<file path="config.mk">
export PLATFORM = sky130hd
export DESIGN_NAME = data_regfile
export DESIGN_NICKNAME = d
export VERILOG_FILES = /design/src/rtl/data_regfile.sv
export SDC_FILE = /design/constraint.sdc
export NUM_CORES = 1
export LEC_CHECK = 0
export BUFFER_PORTS_ARGS = -buffer_cell sky130_fd_sc_hd__buf_4
export CORE_MARGIN = 2
export CORE_UTILIZATION = 59
export DETAILED_ROUTE_END_ITERATION = 7
export PLACE_DENSITY = 0.77
export REMOVE_ABC_BUFFERS = 1
export SYNTH_ARGS = -nofsm -noshare
export SYNTH_HDL_FRONTEND = slang
export SYNTH_SLANG_ARGS = --single-unit
</file>
<file path="constraint.sdc">
create_clock -name clk -period 3.7 [get_ports clk]
set_clock_uncertainty 0.15 [all_clocks]
set_input_delay 0.37 -clock clk [delete_from_list [all_inputs] [get_ports clk]]
set_output_delay 0.37 -clock clk [all_outputs]
set_load 0.01 [all_outputs]
</file>
<file path="src/rtl/data_regfile.sv">
module data_regfile #(
  parameter int GPR_COUNT = 16,
  parameter int AW = 5,
  parameter int DW = 8
) (
  input  logic          clk,
  input  logic          rst_n,
  input  logic [AW-1:0] addr,
  input  logic          wr_en,
  input  logic [DW-1:0] wr_data,
  input  logic          carry_we,
  input  logic          carry_in,
  input  logic          zero_we,
  input  logic          zero_in,
  output logic [DW-1:0] rd_data,
  output logic          carry,
  output logic          zero
);
  localparam int SPACE    = 1 << AW;
  localparam int GPR_BASE = 8;
  localparam int GPR_MAX  = SPACE - GPR_BASE;
  localparam int GPR_N    = (GPR_COUNT > GPR_MAX) ? GPR_MAX : ((GPR_COUNT < 1) ? 1 : GPR_COUNT);
  localparam logic [AW-1:0] A_IND  = AW'(0);
  localparam logic [AW-1:0] A_TMR  = AW'(1);
  localparam logic [AW-1:0] A_STAT = AW'(3);
  localparam logic [AW-1:0] A_PTR  = AW'(4);
  localparam int C_BIT = 0;
  localparam int Z_BIT = 2;

  logic [DW-1:0] tmr_q, stat_q, fsr_q, stat_d, gpr_rd;
  logic [DW-1:0] gpr_q [GPR_N];
  logic [AW-1:0] ea;
  logic          gpr_hit;

  assign ea = (addr == A_IND) ? fsr_q[AW-1:0] : addr;

  always_comb begin
    stat_d = (wr_en && ea == A_STAT) ? wr_data : stat_q;
    if (carry_we) stat_d[C_BIT] = carry_in;
    if (zero_we)  stat_d[Z_BIT] = zero_in;
  end

  always_ff @(posedge clk or negedge rst_n) begin
    if (!rst_n) begin
      tmr_q  <= '0;
      stat_q <= '0;
      fsr_q  <= '0;
    end else begin
      stat_q <= stat_d;
      if (wr_en && ea == A_TMR) tmr_q <= wr_data;
      if (wr_en && ea == A_PTR) fsr_q <= wr_data;
    end
  end

  for (genvar g = 0; g < GPR_N; g++) begin : g_gpr
    always_ff @(posedge clk or negedge rst_n) begin
      if (!rst_n) gpr_q[g] <= '0;
      else if (wr_en && ea == AW'(GPR_BASE + g)) gpr_q[g] <= wr_data;
    end
  end

  always_comb begin
    gpr_hit = 1'b0;
    gpr_rd  = '0;
    for (int g = 0; g < GPR_N; g++) begin
      if (ea == AW'(GPR_BASE + g)) begin
        gpr_hit = 1'b1;
        gpr_rd  = gpr_q[g];
      end
    end
  end

  always_comb begin
    case (ea)
      A_TMR:   rd_data = tmr_q;
      A_STAT:  rd_data = stat_q;
      A_PTR:   rd_data = fsr_q;
      default: rd_data = gpr_hit ? gpr_rd : '0;
    endcase
  end

  assign carry = stat_q[C_BIT];
  assign zero  = stat_q[Z_BIT];
endmodule

</file>
==> run_results.csv, run 1 <==
group,metric,value,unit
global_route,grt_usage,34.1,%
logic_synthesis,ys_warn_count,0,
power_and_ir_drop,power,4550,uW
logic_synthesis,ys_seq_area_share,51.4,%
power_and_ir_drop,cellPowerDensity,532,nW/um^2
global_route,grt_pass1_wl,33500,um
clock_network,cts_buffers,17,
global_route,grt_max_degree,106,
die,core,12100,sq um
global_route,grt_antenna_before_repair,0,
outcome,status,"finished clean",
worst_setup_path,crit-reg2reg-launch,"fsr_q[1]",
sta,slew_headroom,35.1,%
final_layout,finalNonFillerCells,833,
worst_setup_path,crit_path_start,"fsr_q[4]",
detailed_routing,ant_nets,0,
clock_network,cts_max_level,4,
final_layout,diodes,0,
logic_synthesis,netlist_area,7410,sq um
global_route,grt_use_met1,48.4,%
place,globalplace.congestion,0.972,
final_layout,final_nets,673,
detailed_routing,drtIter0Drc,735,
power_and_ir_drop,p_leak,0.00383,uW
die,start_util,61.2,%
logic_synthesis,synthArstFlopShare,100,%
worst_setup_path,endpoint_kind,"output port",
logic_synthesis,avgSynthCellArea,12.1,sq um
final_layout,synthToLayoutAreaGrowth,15.4,%
clock_network,clock-sinks,152,
final_layout,drive_gt1_share,39.5,%
global_route,grt.busiest_layer,"met2",
worst_setup_path,crit_fanout,6,
final_layout,fill_cells,893,
place,dpl.cell_count,800,
clock_network,cts_tree,"yes",
place,placed_cell_area,7890,sq um
final_layout,post-route-cell-area,8550,sq um
logic_synthesis,yosys_register_bits,152,
logic_synthesis,synth.most_common_cell,"dfrtp_1",
worst_setup_path,critical_path_arrival,3.12,ns
clock_network,cts-root-buf,"clkbuf_16",
logic_synthesis,synth.distinct_cells,63,
sta,fin_crit_sh,98.5,%
sta,timing.final.crit_period,3.64,ns
sta,max_freq,0.275,GHz
global_route,overflow,0,
logic_synthesis,synth_common_cells,"152 x dfrtp_1, 150 x mux2_2, 39 x nand2_1",
detailed_routing,wl,21400,um
clock_network,cts_buffer_depth,2,
sta,fin_hold_ws,0.0107,ns
min_path,min_path_type,"input pin to flop",
sta,drv_slew,0,
sta,hold_violations,0,
detailed_routing,route.detailed.drc,0,
worst_setup_path,cp_data_required_time,3.18,ns
sta,tightest_slew,0.974,ns
min_path,hold_start,"carry_in",
die,io_pins,30,
logic_synthesis,synth-main-ff-cell,"dfrtp_1",
global_route,met3_usage,7.27,%
detailed_routing,drt-pass1-iter-count,8,
place,io_buffers,29,
die,fp.dieArea,13500,sq um
power_and_ir_drop,ir_worst_vdd,0.400,mV
global_route,use_met2,51.2,%
worst_setup_path,start_kind,"flop",
logic_synthesis,synth_top_area_share,51.4,%
logic_synthesis,yosys.area.top_type,"dfrtp_1",
die,die_h,116,um
place,hpwl,14400,um
logic_synthesis,synthCells,612,
detailed_routing,via_per_inst,6.90,
logic_synthesis,synth_edf_count,0,
worst_setup_path,path_class,"flop to output port",
die,die_x,116,um
detailed_routing,dr_total_vias,5746,
die,rows,40,
sta,setup_viol,0,
logic_synthesis,ys_top_cells_by_area,"dfrtp_1 51%, mux2_2 23%, nand2_1 2.0%, a222oi_1 1.8%, a21oi_1 1.6%",
detailed_routing,avgRoutedWirePerCell,25.7,um
clock_network,path_clk_slew,0.06,ns
clock_network,clock_latency,0.43,ns
run,cap_violations,0,
global_route,grt_pass1_vias,5746,
## repair_timing
action,4_1_cts,5_1_grt
hold buffers,2,0
gates resized for setup,6,10
setup endpoints to repair,2,8
hold endpoints to repair,105,0
gates cloned,0,0
setup buffers,0,0
## flip-flops by register name, summed over array words and instances (netlist names)
register	count
fsr_q	8
gpr_q	128
stat_q	8
tmr_q	8
## layout by cell type, fill, tap and decap left out, types with 4 or more instances in the layout
master	count
buf_4	53
nor2_1	24
a21o_1	5
clkbuf_16	17
nor2_2	6
a211oi_1	5
nand2_1	39
nand3_1	15
o22ai_1	9
inv_1	5
mux2_2	150
or3_1	5
a21oi_1	23
a22oi_1	10
mux2i_1	9
a32o_1	5
nor3_1	8
clkinvlp_4	4
dfrtp_1	151
a221oi_1	10
a222oi_1	13
o21ai_0	18
## power breakdown
part / internal (uW) / total, uW / leakage, uW / switching (uW)
registers: 1990 / 2220 / 0.00194 / 236
clock network: 954 / 1630 / 0.000264 / 680
logic: 360 / 690 / 0.00162 / 330
total: 3300 / 4550 / 0.00383 / 1250
## metrics by stage
step | worst slack, ns | setup TNS [ns] | util, %
2_1_floorplan | 0.801 | 0 | -
3_3_place_gp | -0.0400 | -0.0400 | 65.2
3_5_place_dp | -0.0731 | -0.0731 | 65.2
4_1_cts | 0.00634 | 0 | 70.1
5_1_grt | -0.00367 | -0.00367 | 70.6
6_report | 0.0572 | 0 | 70.6
## worst max-delay path: stages, from the launching register on
cell and delay [ns]:
dfrtp_1 0.46, nor2b_1 0.24, a31oi_1 0.65, nor2_2 0.16, buf_4 0.22, a221oi_1 0.44
a31o_2 0.27, nand3_1 0.09, buf_4 0.17
## cell type report
type	count	area (sq um)	area share (%)
sequential	152	3800	44.5
multi-input combinational	420	3510	41.0
clock buffer	20	457	5.34
timing repair buffer	57	449	5.25
tap	168	210	2.46
inverter	5	18.8	0.220
clock inverter	11	101	1.19
## metal layers
layer	vias up	wire length [um]
li1	2428	-
met1	2945	9180
met2	319	9910
met3	54	1650
met4	0	684
met5	-	0
## path summary, 6_finish.rpt
check / end / cells after the start / slack, ns
max: rd_data[7] / 8 / 0.06
min: stat_q[0] / 3 / 0.01
max reg2reg: gpr_q[1] / 5 / 0.75
min reg2reg: gpr_q[113] / 1 / 0.35
max in group asynchronous: gpr_q[83] / 3 / 2.17
min in group asynchronous: gpr_q[77] / 2 / 0.47
## logic make-up (layout without fill, tap and decap cells)
family	Yosys count	in the layout	synth area share, %
buf+inv	40	93	2.35
xor+xnor	1	1	0.118
simple gates	126	126	8.97
flops	152	152	51.4
mux	159	159	24.0
compound gates	134	134	13.2
Power figures use the tool's default switching activity.
==> inputs of run 2 (changes only) <==
--- a/config.mk
+++ b/config.mk
@@ -6,9 +6,11 @@
 export NUM_CORES = 1
 export LEC_CHECK = 0
 export BUFFER_PORTS_ARGS = -buffer_cell sky130_fd_sc_hd__buf_4
+export CORE_ASPECT_RATIO = 0.8
 export CORE_MARGIN = 2
 export CORE_UTILIZATION = 59
 export DETAILED_ROUTE_END_ITERATION = 7
+export HOLD_SLACK_MARGIN = 0.15
 export PLACE_DENSITY = 0.77
 export REMOVE_ABC_BUFFERS = 1
 export SYNTH_ARGS = -nofsm -noshare
==> run 2 against run 1 <==
Via count is essentially flat. Highest routed layer unchanged. Routed wire length is essentially flat. Register-to-register slack got worse by 0.35 ns. Setup slack gained 0.0064 ns. Largest cell class unchanged. Worst hold slack improved by 0.25 ns. Sequential cell count stayed put. Global-route usage down 0.38 points. The run now ends with design-rule violations left. Critical path type unchanged. Die area barely moved. Cell area shrank 0.31%.
==> run_results.csv, run 2 (same netlist as run 1, synthesis figures left out) <==
group,metric,value,unit
outcome,status,"finished with violations",
outcome,violations,"design-rule violations",
min_path,min_path_type,"input pin to flop",
power_and_ir_drop,cellPowerDensity,534,nW/um^2
place,globalplace.congestion,1.07,
power_and_ir_drop,ir_worst_vdd,0.364,mV
global_route,grt_usage,33.7,%
final_layout,top_register,"gpr_q",
worst_setup_path,path_buf_inv,2,
power_and_ir_drop,p_leak,0.00382,uW
global_route,grt_max_degree,101,
detailed_routing,wl,21400,um
detailed_routing,ant_nets,0,
sta,timing.final.crit_period,3.64,ns
detailed_routing,route.detailed.drc,9,
detailed_routing,avgRoutedWirePerCell,25.6,um
clock_network,cts-root-buf,"clkbuf_16",
final_layout,drive_gt1_share,39.1,%
sta,setup_viol,0,
worst_setup_path,cp_data_required_time,3.18,ns
die,rows,36,
clock_network,clock-sinks,152,
place,dpl_worst_slack,0.286,ns
clock_network,path_clk_slew,0.06,ns
sta,tightest_slew,0.954,ns
die,io_pins,30,
sta,max_freq,0.275,GHz
global_route,grt_antenna_before_repair,0,
worst_setup_path,critical_path_arrival,3.12,ns
detailed_routing,drtIter0Drc,859,
place,hpwl,14400,um
worst_setup_path,worst_path_max_delay_cell,"or4b_4",
final_layout,synthToLayoutAreaGrowth,15.1,%
detailed_routing,via_per_inst,6.88,
detailed_routing,drt-pass1-iter-count,8,
global_route,grt_pass1_vias,5704,
place,io_buffers,29,
sta,slew_headroom,36.4,%
detailed_routing,dr_total_vias,5749,
sta,drv_slew,0,
die,start_util,60.7,%
clock_network,cts_buffers,17,
sta,layout_setup_ws,0.0636,ns
sta,rsz0062_at_grt,"false",
worst_setup_path,crit_chain,"or4b_4 > o31ai_2 > buf_4 > a221oi_1 > nor2_1 > nor4_1 > nor4_1 > or3_1 > buf_4",
worst_setup_path,path_class,"flop to output port",
final_layout,final_nets,673,
die,core,12200,sq um
sta,fin_setup_tns,0,ns
sta,fin_crit_sh,98.3,%
worst_setup_path,critPathMaxStageDelay,0.51,ns
worst_setup_path,crit_fanout,11,
global_route,grt_pass1_wl,33400,um
die,die_h,104,um
final_layout,final_cell_mix,"150 x mux2_2, 150 x dfrtp_1, 50 x buf_4",
worst_setup_path,endpoint_kind,"output port",
final_layout,diodes,0,
final_layout,multi_input_area,3480,sq um
global_route,overflow,0,
clock_network,cts_tree,"yes",
clock_network,cts_max_level,4,
final_layout,largest_register_ffs,128,
final_layout,fill_cells,875,
clock_network,cts_buffer_depth,2,
final_layout,regArea,3810,sq um
worst_setup_path,path_delay_family,"simple AND/OR/NAND/NOR gates",
sta,hold_violations,0,
die,die_x,129,um
die,fp.dieArea,13500,sq um
clock_network,clock_latency,0.44,ns
worst_setup_path,start_kind,"flop",
run,cap_violations,0,
run 2: path summary, 6_finish.rpt:
path | from | to | slack [ns] | depth (start not counted)
max | fsr_q[1] | rd_data[3] | 0.06 | 9
min | wr_data[1] | gpr_q[17] | 0.26 | 2
max reg2reg | fsr_q[1] | stat_q[0] | 0.40 | 8
min reg2reg | gpr_q[114] | gpr_q[114] | 0.36 | 1
max in group asynchronous | rst_n | gpr_q[116] | 2.18 | 3
min in group asynchronous | rst_n | gpr_q[45] | 0.44 | 2
run 2: power breakdown:
part           internal (uW)  switching, uW  leakage [uW]  total [uW]
clock                    889            743      0.000264        1630
combinational            360            324       0.00162         684
sequential              1990            248       0.00194        2240
run 2: metrics by stage:
| stage | instances | total power [uW] | util [%] | hold WS, ns | instance area (sq um) |
|---|---|---|---|---|---|
| after floorplan | 577 | 2580 | - | -0.0756 | 7250 |
| after global placement | 800 | 2870 | 64.5 | 0.335 | 7870 |
| after detailed placement | 800 | 2910 | 64.5 | 0.343 | 7870 |
| after CTS | 836 | 4530 | 69.4 | 0.244 | 8480 |
| after global routing | 836 | 4720 | 69.8 | 0.259 | 8520 |
| final | 836 | 4550 | 69.8 | 0.258 | 8520 |
run 2: area by class of cell:
cell class / instances / share of cell area [%]
Inverter: 5 / 0.220
Sequential cell: 152 / 44.7
Timing Repair Buffer: 57 / 5.36
Tap cell: 171 / 2.51
Clock buffer: 18 / 5.15
Multi-Input combinational cell: 420 / 40.8
Clock inverter: 13 / 1.31
run 2: worst register-to-register path, cell delays in order, from the launching register on:
cell and delay [ns]:
dfrtp_2 0.49, or4b_4 0.51, o31a_2 0.47, nor3_4 0.36, buf_4 0.20, nand2_2 0.16
mux2i_1 0.20, o21ai_0 0.08, dlygate4sd3_1 0.56
run 2: routing by layer:
layer  track usage [%]  up-vias  share of wire, %
met3              7.66       49                10
met1              49.9     2908                43
li1                  -     2431                 -
met4              13.5        0               3.0
met2              48.0      361                44
met5                 0        -                 0
run 2: repair_timing:
| item | CTS | global route |
|---|---|---|
| hold endpoints to repair | 101 | 0 |
| hold buffers | 5 | 0 |
| pin swaps | 1 | 2 |
| resized for setup | 3 | 12 |
| setup buffers | 0 | 0 |
| setup endpoints to repair | 4 | 6 |
